[config.mk]
export PLATFORM = sky130hd
export DESIGN_NAME = chained_timebase
export DESIGN_NICKNAME = d
export VERILOG_FILES = /design/src/rtl/tbase_pkg.sv /design/src/rtl/tbase_prescaler.sv /design/src/rtl/tbase_lo_chan.sv /design/src/rtl/tbase_route.sv /design/src/rtl/tbase_hi_chan.sv /design/src/rtl/chained_timebase.sv
export SDC_FILE = /design/constraint.sdc
export NUM_CORES = 1
export LEC_CHECK = 0
export ABC_CLOCK_PERIOD_IN_PS = 3700
export BUFFER_PORTS_ARGS = -buffer_cell sky130_fd_sc_hd__buf_2
export CAP_MARGIN = 10
export CORE_MARGIN = 2
export CORE_UTILIZATION = 30
export CTS_CLUSTER_SIZE = 24
export DETAILED_ROUTE_END_ITERATION = 12
export HOLD_SLACK_MARGIN = 0.08
export PLACE_DENSITY = 0.52
export SETUP_SLACK_MARGIN = 0.15
export SLEW_MARGIN = 25
export SYNTH_ARGS = -nofsm -noshare
export SYNTH_HDL_FRONTEND = slang
export SYNTH_SLANG_ARGS = --single-unit
[constraint.sdc]
create_clock -name clk -period 3.7 [get_ports clk]
set_input_delay 0 -clock clk [delete_from_list [all_inputs] [get_ports clk]]
set_output_delay 0 -clock clk [all_outputs]
set_load 0.02 [all_outputs]
[src/rtl/tbase_pkg.sv]
package tbase_pkg;
  // routing selector codes for the high channel clock input
  typedef enum logic [1:0] {
    SRC_PIN   = 2'b00,
    SRC_HOLD  = 2'b01,
    SRC_CHAIN = 2'b10,
    SRC_HOLD2 = 2'b11
  } hi_src_e;
endpackage

[src/rtl/tbase_prescaler.sv]
module tbase_prescaler #(
  parameter int NUM_DIV = 4,
  localparam int SW = $clog2(NUM_DIV),
  localparam int PW = 2 * NUM_DIV - 1
) (
  input  logic          clk,
  input  logic          rst,
  input  logic          sync_all,
  input  logic [SW-1:0] div_sel,
  output logic          tick
);
  logic [PW-1:0] phase_q;
  logic [PW:0]   span;
  logic [PW-1:0] limit;

  // divisor for choice k is 2^(2k+1)
  always_comb begin
    span  = {{PW{1'b0}}, 1'b1} << (2 * int'(div_sel) + 1);
    limit = PW'(span - 1'b1);
  end

  // >= so that a smaller divisor chosen mid-count still wraps
  assign tick = (phase_q >= limit);

  always_ff @(posedge clk) begin
    if (rst || sync_all) begin
      phase_q <= '0;
    end else if (tick) begin
      phase_q <= '0;
    end else begin
      phase_q <= phase_q + 1'b1;
    end
  end
endmodule

[src/rtl/tbase_lo_chan.sv]
module tbase_lo_chan #(
  parameter int CW = 16,
  localparam logic [CW-1:0] HALF = {1'b1, {(CW-1){1'b0}}}
) (
  input  logic          clk,
  input  logic          rst,
  input  logic          sync_all,
  input  logic          tick,
  output logic [CW-1:0] count,
  output logic          wave
);
  logic [CW-1:0] count_nxt;

  assign count_nxt = count + 1'b1;

  always_ff @(posedge clk) begin
    if (rst || sync_all) begin
      count <= '0;
      wave  <= 1'b1;
    end else if (tick) begin
      count <= count_nxt;
      if (count_nxt == '0) begin
        wave <= 1'b1;
      end else if (count_nxt == HALF) begin
        wave <= 1'b0;
      end
    end
  end
endmodule

[src/rtl/tbase_route.sv]
module tbase_route
  import tbase_pkg::*;
#(
  parameter int SYNC_STAGES = 2
) (
  input  logic       clk,
  input  logic       rst,
  input  logic [1:0] route_sel,
  input  logic       ext_clk_pin,
  input  logic       lo_wave,
  output logic       hi_clk_in
);
  logic [SYNC_STAGES-1:0] sync_q;

  genvar g;
  generate
    for (g = 0; g < SYNC_STAGES; g++) begin : g_sync
      if (g == 0) begin : g_first
        always_ff @(posedge clk) begin
          if (rst) sync_q[0] <= 1'b0;
          else     sync_q[0] <= ext_clk_pin;
        end
      end else begin : g_next
        always_ff @(posedge clk) begin
          if (rst) sync_q[g] <= 1'b0;
          else     sync_q[g] <= sync_q[g-1];
        end
      end
    end
  endgenerate

  always_comb begin
    case (hi_src_e'(route_sel))
      SRC_PIN:   hi_clk_in = sync_q[SYNC_STAGES-1];
      SRC_CHAIN: hi_clk_in = lo_wave;
      default:   hi_clk_in = 1'b0;
    endcase
  end
endmodule

[src/rtl/tbase_hi_chan.sv]
module tbase_hi_chan #(
  parameter int CW = 16
) (
  input  logic          clk,
  input  logic          rst,
  input  logic          sync_all,
  input  logic          clk_in,
  output logic [CW-1:0] count
);
  logic prev_q;
  logic rise;

  assign rise = clk_in & ~prev_q;

  // prev forced high on restart so the zero-count level is not an edge
  always_ff @(posedge clk) begin
    if (rst || sync_all) begin
      prev_q <= 1'b1;
      count  <= '0;
    end else begin
      prev_q <= clk_in;
      if (rise) count <= count + 1'b1;
    end
  end
endmodule

[src/rtl/chained_timebase.sv]
module chained_timebase #(
  parameter int CW          = 16,
  parameter int NUM_DIV     = 4,
  parameter int SYNC_STAGES = 2,
  localparam int SW = $clog2(NUM_DIV)
) (
  input  logic            clk,
  input  logic            rst,
  input  logic            sync_all,
  input  logic [SW-1:0]   div_sel,
  input  logic [1:0]      route_sel,
  input  logic            ext_clk_pin,
  output logic            lo_wave,
  output logic [CW-1:0]   cnt_lo,
  output logic [CW-1:0]   cnt_hi,
  output logic [2*CW-1:0] cnt_value
);
  logic tick;
  logic hi_clk_in;

  tbase_prescaler #(.NUM_DIV(NUM_DIV)) u_pre (
    .clk(clk), .rst(rst), .sync_all(sync_all),
    .div_sel(div_sel), .tick(tick)
  );

  tbase_lo_chan #(.CW(CW)) u_lo (
    .clk(clk), .rst(rst), .sync_all(sync_all),
    .tick(tick), .count(cnt_lo), .wave(lo_wave)
  );

  tbase_route #(.SYNC_STAGES(SYNC_STAGES)) u_route (
    .clk(clk), .rst(rst), .route_sel(route_sel),
    .ext_clk_pin(ext_clk_pin), .lo_wave(lo_wave), .hi_clk_in(hi_clk_in)
  );

  tbase_hi_chan #(.CW(CW)) u_hi (
    .clk(clk), .rst(rst), .sync_all(sync_all),
    .clk_in(hi_clk_in), .count(cnt_hi)
  );

  assign cnt_value = {cnt_hi, cnt_lo};
endmodule

Yosys cells after proc, flatten, opt, wreduce, memory -nomap -nowiden --
Cells that the tools add are included.
Storage, ports and cells: flip-flop bits (word level) 43, input bits 8, output and inout port bits 65, logic and storage cells 27
Operators by class: add/subtract/negate cells 5, $lt $le $gt $ge 1, equal/unequal tests 2, shifts and indexed selects 1, muxes and demuxes 3, bitwise gates (word level) 2, reductions and logical operators 6
Operators with widths (count):
- $add A16 B1 Y16 const B | 2
- $shl A1 B32 Y7 const A | 1
- $eq A16 B16 Y1 const B | 1
- $logic_not A16 Y1 | 1
- $add A7 B1 Y7 const B | 1
- $ge A7 B7 Y1 | 1
- $sub A7 B1 Y7 const B | 1
- $add A3 B1 Y4 const B | 1
- $eq A2 B2 Y1 const B | 1
- $logic_not A2 Y1 | 1
- $mux W1 | 2
- $pmux W1 S2 | 1
- $reduce_and A2 Y1 | 1
- $reduce_bool A2 Y1 | 1
- $reduce_or A2 Y1 | 1
- $and A1 B1 Y1 | 1
- $logic_or A1 B1 Y1 | 1
- $not A1 Y1 | 1

Logic depth before layout (Yosys ltp) --
Gate-level depths: netlist of the first run.
word-level depth 5, mapped depth 10, gate-level depth less buffers 8

Modules after synthesis --
A second synthesis of the first run with hierarchy kept.
Second synthesis, totals: cell total of the unflattened synthesis 279, area, all modules 2459.9 sq um
Modules (own cells, without submodules):
- tbase_lo_chan | instances 1, cells an instance 114, area each 949.7 sq um, seq. area each 340.3 sq um
- tbase_hi_chan | instances 1, cells an instance 81, area each 752.0 sq um, seq. area each 340.3 sq um
- tbase_prescaler | instances 1, cells an instance 46, area each 451.7 sq um, seq. area each 140.1 sq um
- chained_timebase | instances 1, cells an instance 32, area each 240.2 sq um, seq. area each 0.0 sq um
- tbase_route | instances 1, cells an instance 6, area each 66.3 sq um, seq. area each 40.0 sq um

Worst setup path after synthesis of the first run --
OpenSTA, ideal clock, no wires.
kind reg2reg, from register u_lo.count[0], to register u_lo.wave, library setup time 0.122 ns, data arrival time 1.871 ns, data required time 3.578 ns, path slack 1.706 ns, cell stages (with the launch flop) 8, buffers on the path 0, period minus slack after synthesis 1.994 ns, path through dfxtp_1 ha_1 nand3_1 o21ai_0 a31oi_1 nor4_2 a21boi_1 nand3b_1
Between the ends: word-level cells in the longest chain between the ends 4, elaborated cells on any way between the ends 6, those cells by class 1 x add/sub; 1 x eq/ne; 1 x mux; 3 x reduce/logical
RTL lines:
- start, declared | RTL line tbase_lo_chan.sv:9 | output logic [CW-1:0] count,
- start signal, assigned | RTL line tbase_lo_chan.sv:21 | count <= count_nxt;
- $add A16 B1 Y16 * | RTL line tbase_lo_chan.sv:14 | assign count_nxt = count + 1'b1;
- $eq A16 B16 Y1 / $logic_not A16 Y1 (equally long branches) | RTL line tbase_lo_chan.sv:24, tbase_lo_chan.sv:22
- $reduce_bool A2 Y1 (no source line)
- $reduce_and A2 Y1 (no source line)
- end signal, assigned | RTL line tbase_lo_chan.sv:19 | wave <= 1'b1;
- end signal, assigned | RTL line tbase_lo_chan.sv:23 | wave <= 1'b1;
- end signal, assigned | RTL line tbase_lo_chan.sv:25 | wave <= 1'b0;
- end, declared | RTL line tbase_lo_chan.sv:10 | output logic wave
Every way passes the cells marked *; elsewhere a longest branch is shown, timed or not. A chain may end at the register's enable or synchronous reset.

Worst setup path after layout of the first run --
from register u_lo.count[1], to register u_lo.wave
Same word-level chain as after synthesis.

==> run_results.csv, run 1 <==
group,metric,value,unit
route,dr.pass1.iters,4,
clocking,clk_pin_slew,0.09,ns
layout,fillers,840,
yosys,synth_largest_area_cell,"dfxtp_1",
global_route,grt_max_degree,18,
timing,finalHoldViolations,0,
yosys,syn_area_per_cell,8.64,um^2
yosys,seq_area_frac_synth,34.6,%
placed_design,port_buffers,72,
yosys,syn_inst,288,
setup_path,critPathCapture,"u_lo.wave",
timing,skew,0.00767,ns
yosys,ys_ff_latch,43,
floorplanning,die_w,95.1,um
setup_path,critPathKind,"flop to flop",
clocking,cts_tree,"done",
power_and_ir_drop,total_power,0.794,mW
floorplanning,die_y,95.1,um
route,drt-wirelength-per-cell,12.1,um
timing,period_minus_slack,2.34,ns
floorplanning,core_area,8130,um^2
yosys,netlist_area,2490,um^2
power_and_ir_drop,p_leak,1.18,nW
setup_path,path_max_fanout,10,
layout,syn_to_final_growth,12.7,%
clocking,cts_made_buffers,5,
clocking,htree_levels,2,
timing,drv_slew,0,
setup_path,r2r_setup_slack,1.36,ns
global_route,grt_overflow,0,
global_route,track_usage,11.9,%
yosys,async_reset_ff_share,0,%
clocking,cts_num_sinks,43,
yosys,synth_edf_count,0,
floorplanning,start_util,30.6,%
timing,rsz0062_at_grt,"false",
setup_path,reg2reg_from,"u_lo.count[1]",
clocking,ctsRootBufferMaster,"clkbuf_8",
floorplanning,rows,33,
route,wirelength,5240,um
route,postRouteAntennaNets,0,
yosys,synth_top_area_share,34.6,%
layout,diodes,0,
layout,stdcell_area,2800,um^2
timing,tightest_slew,0.643,ns
min_path,min_path_type,"input port to flop",
route,routed_via_density,4.58,
setup_path,r2r_cells,7,
layout,regArea,861,um^2
route,drc,0,
setup_path,end_kind,"flop",
setup_path,r2r_end,"u_lo.wave",
route,num_vias,1987,
yosys,synthFlopType,"dfxtp_1",
placed_design,gp_congestion,0.815,
yosys,synth.distinct_cells,44,
global_route,grt_pass1_vias,1739,
floorplanning,pin_count,73,
setup_path,startpoint_type,"flop",
yosys,synth-warning-count,0,
placed_design,placed_area,2680,um^2
setup_path,critPathLaunch,"u_lo.count[1]",
yosys,synth_area_leaders,"dfxtp_1 35%, buf_4 10%, xor2_1 8.8%",
clocking,clockBufferDepth,2,
clocking,post_cts_buffers,0,
layout,drive_above_1_share,28.0,%
timing,max_freq,428,MHz
global_route,antenna_found_initial,0,
setup_path,cp.required,3.89,ns
layout,multi_input_area,1300,um^2
power_and_ir_drop,cellPowerDensity,283,nW/um^2
yosys,postSynthNetCount,306,
timing,setup_viol,0,
placed_design,dp_hpwl,3840,um
timing,slew_headroom,57.1,%
status,status,"complete, no violations",
route,drt_iter0_markers,49,
floorplanning,die_area,9040,um^2
setup_path,arrival,2.53,ns
global_route,grt_pass1_wl,8510,um
power_and_ir_drop,worst_ir_drop_vdd,0.155,mV
timing,min_period_over_period,63.1,%
flow_run,max_cap_viol_count,0,
clocking,clock_latency,0.30,ns
timing,final.setup.tns,0,ns
layout,fin_nets,346,
## routing by layer
layer  track usage (%)  share of wire, %  up-vias  wire length (um)
met5                 0                 0        -                 0
met4              3.99               1.6        0                82
met3              2.85               4.2        5               220
met2              17.8                45       40              2330
met1              16.7                50      906              2610
li1                  -                 -     1036                 -
## worst max-delay path, stage by stage, from the launching register on
cell and delay (ns):
dfxtp_1 0.55, ha_1 0.33, nand3_1 0.23, nor2_1 0.40, o221ai_1 0.24, nor4_2 0.23
a21boi_1 0.10, nand3b_1 0.15
## worst min-delay path by stage
| stage | cells past startpoint | from | end | slack [ns] |
|---|---|---|---|---|
| 3_3_place_gp | 2 | rst | u_route.sync_q[1] | 0.21 |
| 2_1_floorplan | 1 | rst | u_route.sync_q[0] | 0.07 |
| 6_report | 4 | route_sel[0] | u_hi.count[3] | 0.1 |
| 4_1_cts | 4 | route_sel[0] | u_hi.count[3] | 0.1 |
| 3_5_place_dp | 2 | rst | u_route.sync_q[1] | 0.22 |
| 5_1_grt | 4 | route_sel[0] | u_hi.count[3] | 0.14 |
## flip-flops by register name, summed over array words and instances, names as in the netlist
| name | flops |
|---|---|
| u_pre.phase_q | 7 |
| u_lo.wave | 1 |
| u_lo.count | 16 |
| u_route.sync_q | 2 |
| u_hi.prev_q | 1 |
| u_hi.count | 16 |
## report_power, final
group	switching (mW)	internal (mW)
Combinational	0.0174	0.0118
Clock	0.166	0.132
Sequential	0.00208	0.465
Total	0.185	0.609
## logic make-up (layout without fill, tap and decap cells)
family          Yosys count  after routing  share of synthesized area, %
xor+xnor                 37             37                          13.0
buf+inv                  49             90                          13.2
mux                       3              3                          1.21
fa+ha+maj                10             10                          5.03
flops                    43             43                          34.6
compound gates           23             23                          7.24
simple gates            123            123                          25.7
## layout make-up
class                   instances  share of cell area [%]
clock inverters                 2                   0.446
inverters                       5                   0.669
multi-input cells             196                    46.4
flip-flops and latches         43                    30.7
well taps                     105                    4.69
clock buffers                   6                    2.59
repair buffers                 77                    14.5
## through the flow
stage | setup slack (ns) | std cells | hold slack, ns | util, %
2_1_floorplan | 1.71 | 288 | 0.0716 | -
3_3_place_gp | 1.29 | 422 | 0.214 | 32.9
3_5_place_dp | 1.33 | 422 | 0.218 | 32.9
4_1_cts | 1.32 | 434 | 0.0952 | 34.5
5_1_grt | 1.21 | 434 | 0.141 | 34.5
6_report | 1.36 | 434 | 0.0989 | 34.5
## placed cells by master (no fill, tap or decap), types with 2 or more instances in the layout
| master | synthesis | final |
|---|---|---|
| xor2_1 | 25 | 25 |
| nor2b_1 | 3 | 3 |
| nand4_1 | 11 | 11 |
| nor2_1 | 48 | 48 |
| nand3_1 | 20 | 20 |
| and4_1 | 3 | 3 |
| inv_1 | 5 | 5 |
| or2_1 | 1 | 2 |
| ha_1 | 10 | 10 |
| and3_1 | 3 | 3 |
| mux2i_1 | 3 | 3 |
| or3_1 | 2 | 2 |
| o21ai_0 | 2 | 2 |
| xnor2_1 | 12 | 12 |
| nor3_2 | 2 | 2 |
| nor4_2 | 3 | 3 |
| a31oi_1 | 4 | 4 |
| dlygate4sd3_1 | 0 | 4 |
| a21oi_1 | 6 | 6 |
| buf_2 | 1 | 72 |
| o21ai_1 | 2 | 2 |
| clkbuf_8 | 0 | 5 |
| nand2_1 | 18 | 18 |
| dfxtp_1 | 43 | 43 |
## synthesized netlist by cell type (2+ instances only)
| cell type | count |
|---|---|
| nor2_1 | 48 |
| dfxtp_1 | 43 |
| buf_4 | 33 |
| xor2_1 | 25 |
| nand3_1 | 20 |
| nand2_1 | 18 |
| xnor2_1 | 12 |
| nand4_1 | 11 |
| ha_1 | 10 |
| clkbuf_1 | 7 |
| a21oi_1 | 6 |
| inv_1 | 5 |
| a31oi_1 | 4 |
| and3_1 | 3 |
| and4_1 | 3 |
| mux2i_1 | 3 |
| nor2b_1 | 3 |
| nor4_2 | 3 |
| buf_6 | 2 |
| nor3_2 | 2 |
| o21ai_0 | 2 |
| o21ai_1 | 2 |
| or3_1 | 2 |
## repair_timing
action                     in CTS  in global routing
hold endpoints to repair        4                  0
setup endpoints to repair       0                  0
hold buffers                    4                  0
resized for setup               0                  0
Note: power is estimated with default switching activity, not from simulation.
==> run 2: changes to the inputs <==
--- a/config.mk
+++ b/config.mk
@@ -5,7 +5,7 @@
 export SDC_FILE = /design/constraint.sdc
 export NUM_CORES = 1
 export LEC_CHECK = 0
-export ABC_CLOCK_PERIOD_IN_PS = 3700
+export ABC_CLOCK_PERIOD_IN_PS = 2000
 export BUFFER_PORTS_ARGS = -buffer_cell sky130_fd_sc_hd__buf_2
 export CAP_MARGIN = 10
 export CORE_MARGIN = 2
@@ -13,7 +13,7 @@
 export CTS_CLUSTER_SIZE = 24
 export DETAILED_ROUTE_END_ITERATION = 12
 export HOLD_SLACK_MARGIN = 0.08
-export PLACE_DENSITY = 0.52
+export PLACE_DENSITY = 0.54
 export SETUP_SLACK_MARGIN = 0.15
 export SLEW_MARGIN = 25
 export SYNTH_ARGS = -nofsm -noshare
==> constraint.sdc (replaced) <==
create_clock -name clk -period 2 [get_ports clk]
set_input_delay 0 -clock clk [delete_from_list [all_inputs] [get_ports clk]]
set_output_delay 0 -clock clk [all_outputs]
set_load 0.02 [all_outputs]
==> run 2 against run 1 <==
Critical path depth shrank 1. Clock-buffer cell count down 1. Sequential cell count did not move. Clock power increased by 93%. Final cell count up 3.9%. Sequential power up 85%. Maximum frequency rose by 32%. Hold slack gained 0.14 ns. Wire length rose by 6.4%.
==> run_results.csv, run 2 (synthesized netlist as in run 1, its figures left out) <==
group,metric,value,unit
clocking,clockBufferDepth,2,
timing,min_period_over_period,88.3,%
clocking,clk_pin_slew,0.09,ns
route,num_vias,2066,
global_route,grt_overflow,0,
layout,top_regs,"u_hi.count: 16 flops, u_lo.count: 16 flops, u_pre.phase_q: 7 flops",
global_route,track_usage,12.7,%
min_path,min_path_type,"input port to flop",
setup_path,path_max_fanout,7,
layout,syn_to_final_growth,22.8,%
floorplanning,die_area,9040,um^2
timing,drv_slew,0,
timing,rsz0062_at_grt,"true",
route,dr.pass1.iters,4,
setup_path,path_buf_inv,0,
floorplanning,pin_count,73,
power_and_ir_drop,combPwrFrac,4.0,%
timing,setup_ws,0.235,ns
placed_design,placed_area,2790,um^2
setup_path,cp_slowest_stage_delay,0.37,ns
status,status,"complete, no violations",
power_and_ir_drop,p_leak,1.30,nW
timing,skew,0.00569,ns
floorplanning,die_y,95.1,um
power_and_ir_drop,cellPowerDensity,491,nW/um^2
timing,setup_viol,0,
global_route,grt_pass1_vias,1867,
route,drt_iter0_markers,66,
route,drc,0,
setup_path,startpoint_type,"flop",
layout,fin_nets,363,
setup_path,arrival,1.95,ns
placed_design,preCtsSetupSlack,0.0940,ns
layout,drive_above_1_share,37.9,%
placed_design,gp_congestion,0.807,
layout,fillers,845,
clocking,cts_made_buffers,5,
layout,final_common_cell,"buf_2",
placed_design,dp_hpwl,4060,um
floorplanning,rows,33,
floorplanning,core_area,8130,um^2
power_and_ir_drop,intPower,1.14,mW
placed_design,port_buffers,72,
global_route,antenna_found_initial,0,
timing,max_freq,566,MHz
setup_path,critical-path-slowest-cell,"dfxtp_2",
floorplanning,start_util,30.6,%
clocking,htree_levels,2,
route,routed_via_density,4.58,
flow_run,max_cap_viol_count,0,
layout,layout_common_cells,"73 x buf_2, 48 x nor2_1, 35 x dfxtp_1",
clocking,clock_latency,0.29,ns
power_and_ir_drop,power_frac_seq,57.6,%
setup_path,cp_cell_sequence,"and3_1, a2111oi_4, a31oi_1, nor4_2, a21boi_1, nand3b_1",
route,drt-wirelength-per-cell,12.4,um
setup_path,cp.required,2.19,ns
power_and_ir_drop,power_switching_share,24.3,%
timing,period_minus_slack,1.77,ns
power_and_ir_drop,worst_ir_drop_vdd,0.240,mV
global_route,grt_max_degree,33,
global_route,grt_pass1_wl,9180,um
setup_path,end_kind,"flop",
layout,stdcell_area,3060,um^2
power_and_ir_drop,power_frac_clock,38.4,%
timing,final.setup.tns,0,ns
timing,finalHoldViolations,0,
clocking,cts_num_sinks,43,
route,wirelength,5570,um
placed_design,dp_cells,437,
layout,layout.cells.non_filler,451,
floorplanning,die_w,95.1,um
setup_path,critPathKind,"flop to flop",
clocking,ctsRootBufferMaster,"clkbuf_8",
power_and_ir_drop,switchingPower,0.365,mW
route,postRouteAntennaNets,0,
clocking,cts_tree,"done",
setup_path,cpLargestDelayFamily,"simple AND/OR/NAND/NOR gates",
layout,diodes,0,
timing,slew_headroom,72.5,%
timing,tightest_slew,0.400,ns
## run 2: cell types whose count changed in the layout (fill, tap and decap cells not counted), sizes merged
cell and delta:
buf +17, clkbuf -1, clkinv +1
## run 2: worst register-to-register path: stages, from the launching register on
cell,delay (ns)
dfxtp_2,0.37
and3_1,0.25
a2111oi_4,0.35
a31oi_1,0.09
nor4_2,0.34
a21boi_1,0.10
nand3b_1,0.16
## run 2: power by group through the flow
stage / combinational (mW) / sequential (mW) / clock, mW
after floorplan: 0.0306 / 0.884 / 0
after global placement: 0.0497 / 0.885 / 0
after detailed placement: 0.0507 / 0.885 / 0
after CTS: 0.0567 / 0.865 / 0.596
after global routing: 0.0679 / 0.866 / 0.633
final: 0.0599 / 0.864 / 0.576
## run 2: timing repair
item / in CTS / in global routing
hold buffers: 4 / 0
hold endpoints to repair: 4 / 0
setup buffers: 0 / 1
setup endpoints to repair: 1 / 15
gates cloned: 0 / 1
pin swaps: 1 / 7
gates resized for setup: 1 / 25
## run 2: layout make-up
| class | count | area, um^2 | area share, % |
|---|---|---|---|
| repair buffers | 94 | 548 | 17.9 |
| clock buffers | 5 | 68.8 | 2.25 |
| well taps | 105 | 131 | 4.30 |
| multi-input cells | 196 | 1390 | 45.6 |
| inverters | 5 | 18.8 | 0.614 |
| flip-flops and latches | 43 | 871 | 28.5 |
| clock inverters | 3 | 25.0 | 0.819 |
## run 2: metal layers
layer	wire length, um	global-route usage [%]	share of wire (%)	vias up
li1	-	-	-	1064
met4	46	3.62	0.83	0
met5	0	0	0	-
met2	2580	19.0	46	37
met1	2760	18.2	49	963
met3	191	2.85	3.4	2
## run 2: per-stage QoR
stage | hold slack, ns | utilization, % | power, mW
finish | 0.243 | 37.6 | 1.50
global route | 0.263 | 37.6 | 1.57
CTS | 0.234 | 36.0 | 1.52
detailed placement | 0.217 | 34.3 | 0.936
global placement | 0.217 | 34.3 | 0.934
floorplan | 0.0716 | - | 0.915
## run 2: worst paths after layout
| check | cells after the start | end | from | slack (ns) |
|---|---|---|---|---|
| max | 6 | u_lo.wave | u_lo.count[6] | 0.23 |
| min | 5 | u_hi.count[3] | route_sel[0] | 0.24 |
| max reg2reg | 6 | u_lo.wave | u_lo.count[6] | 0.23 |
| min reg2reg | 1 | u_route.sync_q[1] | u_route.sync_q[0] | 0.45 |
==> run 3: changes to the inputs <==
--- a/config.mk
+++ b/config.mk
@@ -5,7 +5,7 @@
 export SDC_FILE = /design/constraint.sdc
 export NUM_CORES = 1
 export LEC_CHECK = 0
-export ABC_CLOCK_PERIOD_IN_PS = 2000
+export ABC_CLOCK_PERIOD_IN_PS = 2240
 export BUFFER_PORTS_ARGS = -buffer_cell sky130_fd_sc_hd__buf_2
 export CAP_MARGIN = 10
 export CORE_MARGIN = 2
@@ -13,7 +13,7 @@
 export CTS_CLUSTER_SIZE = 24
 export DETAILED_ROUTE_END_ITERATION = 12
 export HOLD_SLACK_MARGIN = 0.08
-export PLACE_DENSITY = 0.54
+export PLACE_DENSITY = 0.52
 export SETUP_SLACK_MARGIN = 0.15
 export SLEW_MARGIN = 25
 export SYNTH_ARGS = -nofsm -noshare
==> constraint.sdc (replaced) <==
create_clock -name clk -period 2.24 [get_ports clk]
set_input_delay 0 -clock clk [delete_from_list [all_inputs] [get_ports clk]]
set_output_delay 0 -clock clk [all_outputs]
set_load 0.02 [all_outputs]
==> run 3 against run 2 <==
Final area is 5.0% lower. Critical path depth stayed put. Maximum frequency is 9.7% lower. Via count is 1.8% lower.
==> run_results.csv, run 3 (synthesized netlist as in run 1, its figures left out) <==
group,metric,value,unit
setup_path,end_kind,"flop",
placed_design,placed_area,2720,um^2
global_route,globalRouteMet2Util,18.5,%
clocking,cts_tree,"done",
global_route,track_usage,12.3,%
timing,tightest_slew,0.400,ns
placed_design,gp_congestion,0.819,
setup_path,arrival,2.14,ns
setup_path,path_max_fanout,11,
global_route,grt_pass1_wl,8570,um
timing,final.setup.tns,0,ns
layout,utilization,35.7,%
global_route,use_met3,3.00,%
clocking,post_cts_buffers,0,
clocking,clockBufferDepth,2,
timing,rsz0062_at_grt,"false",
placed_design,port_buffers,72,
power_and_ir_drop,worst_ir_drop_vdd,0.240,mV
floorplanning,rows,33,
route,routed_via_density,4.61,
power_and_ir_drop,p_leak,1.24,nW
route,dr.pass1.iters,4,
layout,fillers,861,
route,num_vias,2029,
global_route,met1_usage,16.9,%
timing,slew_headroom,72.6,%
timing,setup_viol,0,
timing,drv_slew,0,
global_route,grt_max_degree,33,
setup_path,r2r_setup_slack,0.29,ns
status,status,"complete, no violations",
timing,finalHoldViolations,0,
global_route,antenna_found_initial,0,
floorplanning,pin_count,73,
flow_run,max_cap_viol_count,0,
clocking,clock_latency,0.30,ns
timing,min_period_over_period,87.3,%
layout,stdcell_area,2900,um^2
clocking,clk_pin_slew,0.09,ns
timing,skew,0.00850,ns
layout,final_common_cell,"buf_2",
layout,syn_to_final_growth,16.6,%
route,drc,0,
route,drt-wirelength-per-cell,12.5,um
route,postRouteAntennaNets,0,
min_path,min_path_type,"input port to flop",
route,drt_iter0_markers,86,
clocking,ctsRootBufferMaster,"clkbuf_8",
setup_path,cp.required,2.42,ns
floorplanning,die_area,9040,um^2
layout,diodes,0,
floorplanning,start_util,30.6,%
timing,period_minus_slack,1.95,ns
power_and_ir_drop,cellPowerDensity,532,nW/um^2
setup_path,critPathKind,"flop to flop",
layout,top_regs,"u_hi.count: 16 flops, u_lo.count: 16 flops, u_pre.phase_q: 7 flops",
layout,drive_above_1_share,29.6,%
layout,layout_common_cells,"72 x buf_2, 48 x nor2_1, 43 x dfxtp_1",
floorplanning,core_area,8130,um^2
clocking,cts_num_sinks,43,
placed_design,dp_hpwl,4010,um
timing,max_freq,512,MHz
setup_path,startpoint_type,"flop",
global_route,grt_overflow,0,
global_route,grt-busiest-layer,"met2",
clocking,cts_made_buffers,5,
clocking,htree_levels,2,
power_and_ir_drop,total_power,1.54,mW
timing,whs,0.139,ns
layout,fin_nets,352,
floorplanning,die_w,95.1,um
global_route,grt_pass1_vias,1721,
floorplanning,die_y,95.1,um
route,wirelength,5490,um
-- run 3: layer usage --
metal,part of all wire (%),vias to the layer above
li1,-,1043
met1,49,946
met2,45,33
met3,3.8,7
met4,1.7,0
met5,0,-
-- run 3: final cells by class --
cell class | instances | area, um^2 | share of cell area, %
clock buffer | 6 | 72.6 | 2.50
clock inverter | 2 | 60.1 | 2.07
inverter | 5 | 18.8 | 0.647
multi-input combinational | 196 | 1310 | 45.0
sequential | 43 | 861 | 29.7
tap | 105 | 131 | 4.53
timing repair buffer | 83 | 453 | 15.6
-- run 3: final timing paths --
check | startpoint | endpoint | depth (start not counted)
min | route_sel[0] | u_hi.count[0] | 4
max | u_lo.count[2] | u_lo.wave | 6
max reg2reg | u_lo.count[2] | u_lo.wave | 6
min reg2reg | u_route.sync_q[0] | u_route.sync_q[1] | 1
-- run 3: where the power goes --
group | internal (mW) | leakage (nW) | switching, mW | total (mW)
clock network | 0.446 | 0.0654 | 0.278 | 0.724
registers | 0.768 | 0.347 | 0.00345 | 0.772
logic | 0.0198 | 0.829 | 0.0291 | 0.0488
-- run 3: through the flow --
step                worst slack (ns)  instances
floorplan                      0.246        288
global placement               0.365        428
detailed placement             0.323        428
CTS                            0.318        440
global route                   0.166        440
finish                         0.285        440
-- run 3: repair_timing --
item                       CTS  global route
resized for setup            0             1
hold endpoints to repair     4             0
setup endpoints to repair    0             1
hold buffers                 4             0
-- run 3: critical path, stage by stage (launching register included) --
cell and delay, ns:
dfxtp_1 0.57, and4_4 0.35, and2_4 0.19, a31oi_1 0.10, nor4_2 0.36, a21boi_1 0.11
nand3b_1 0.17
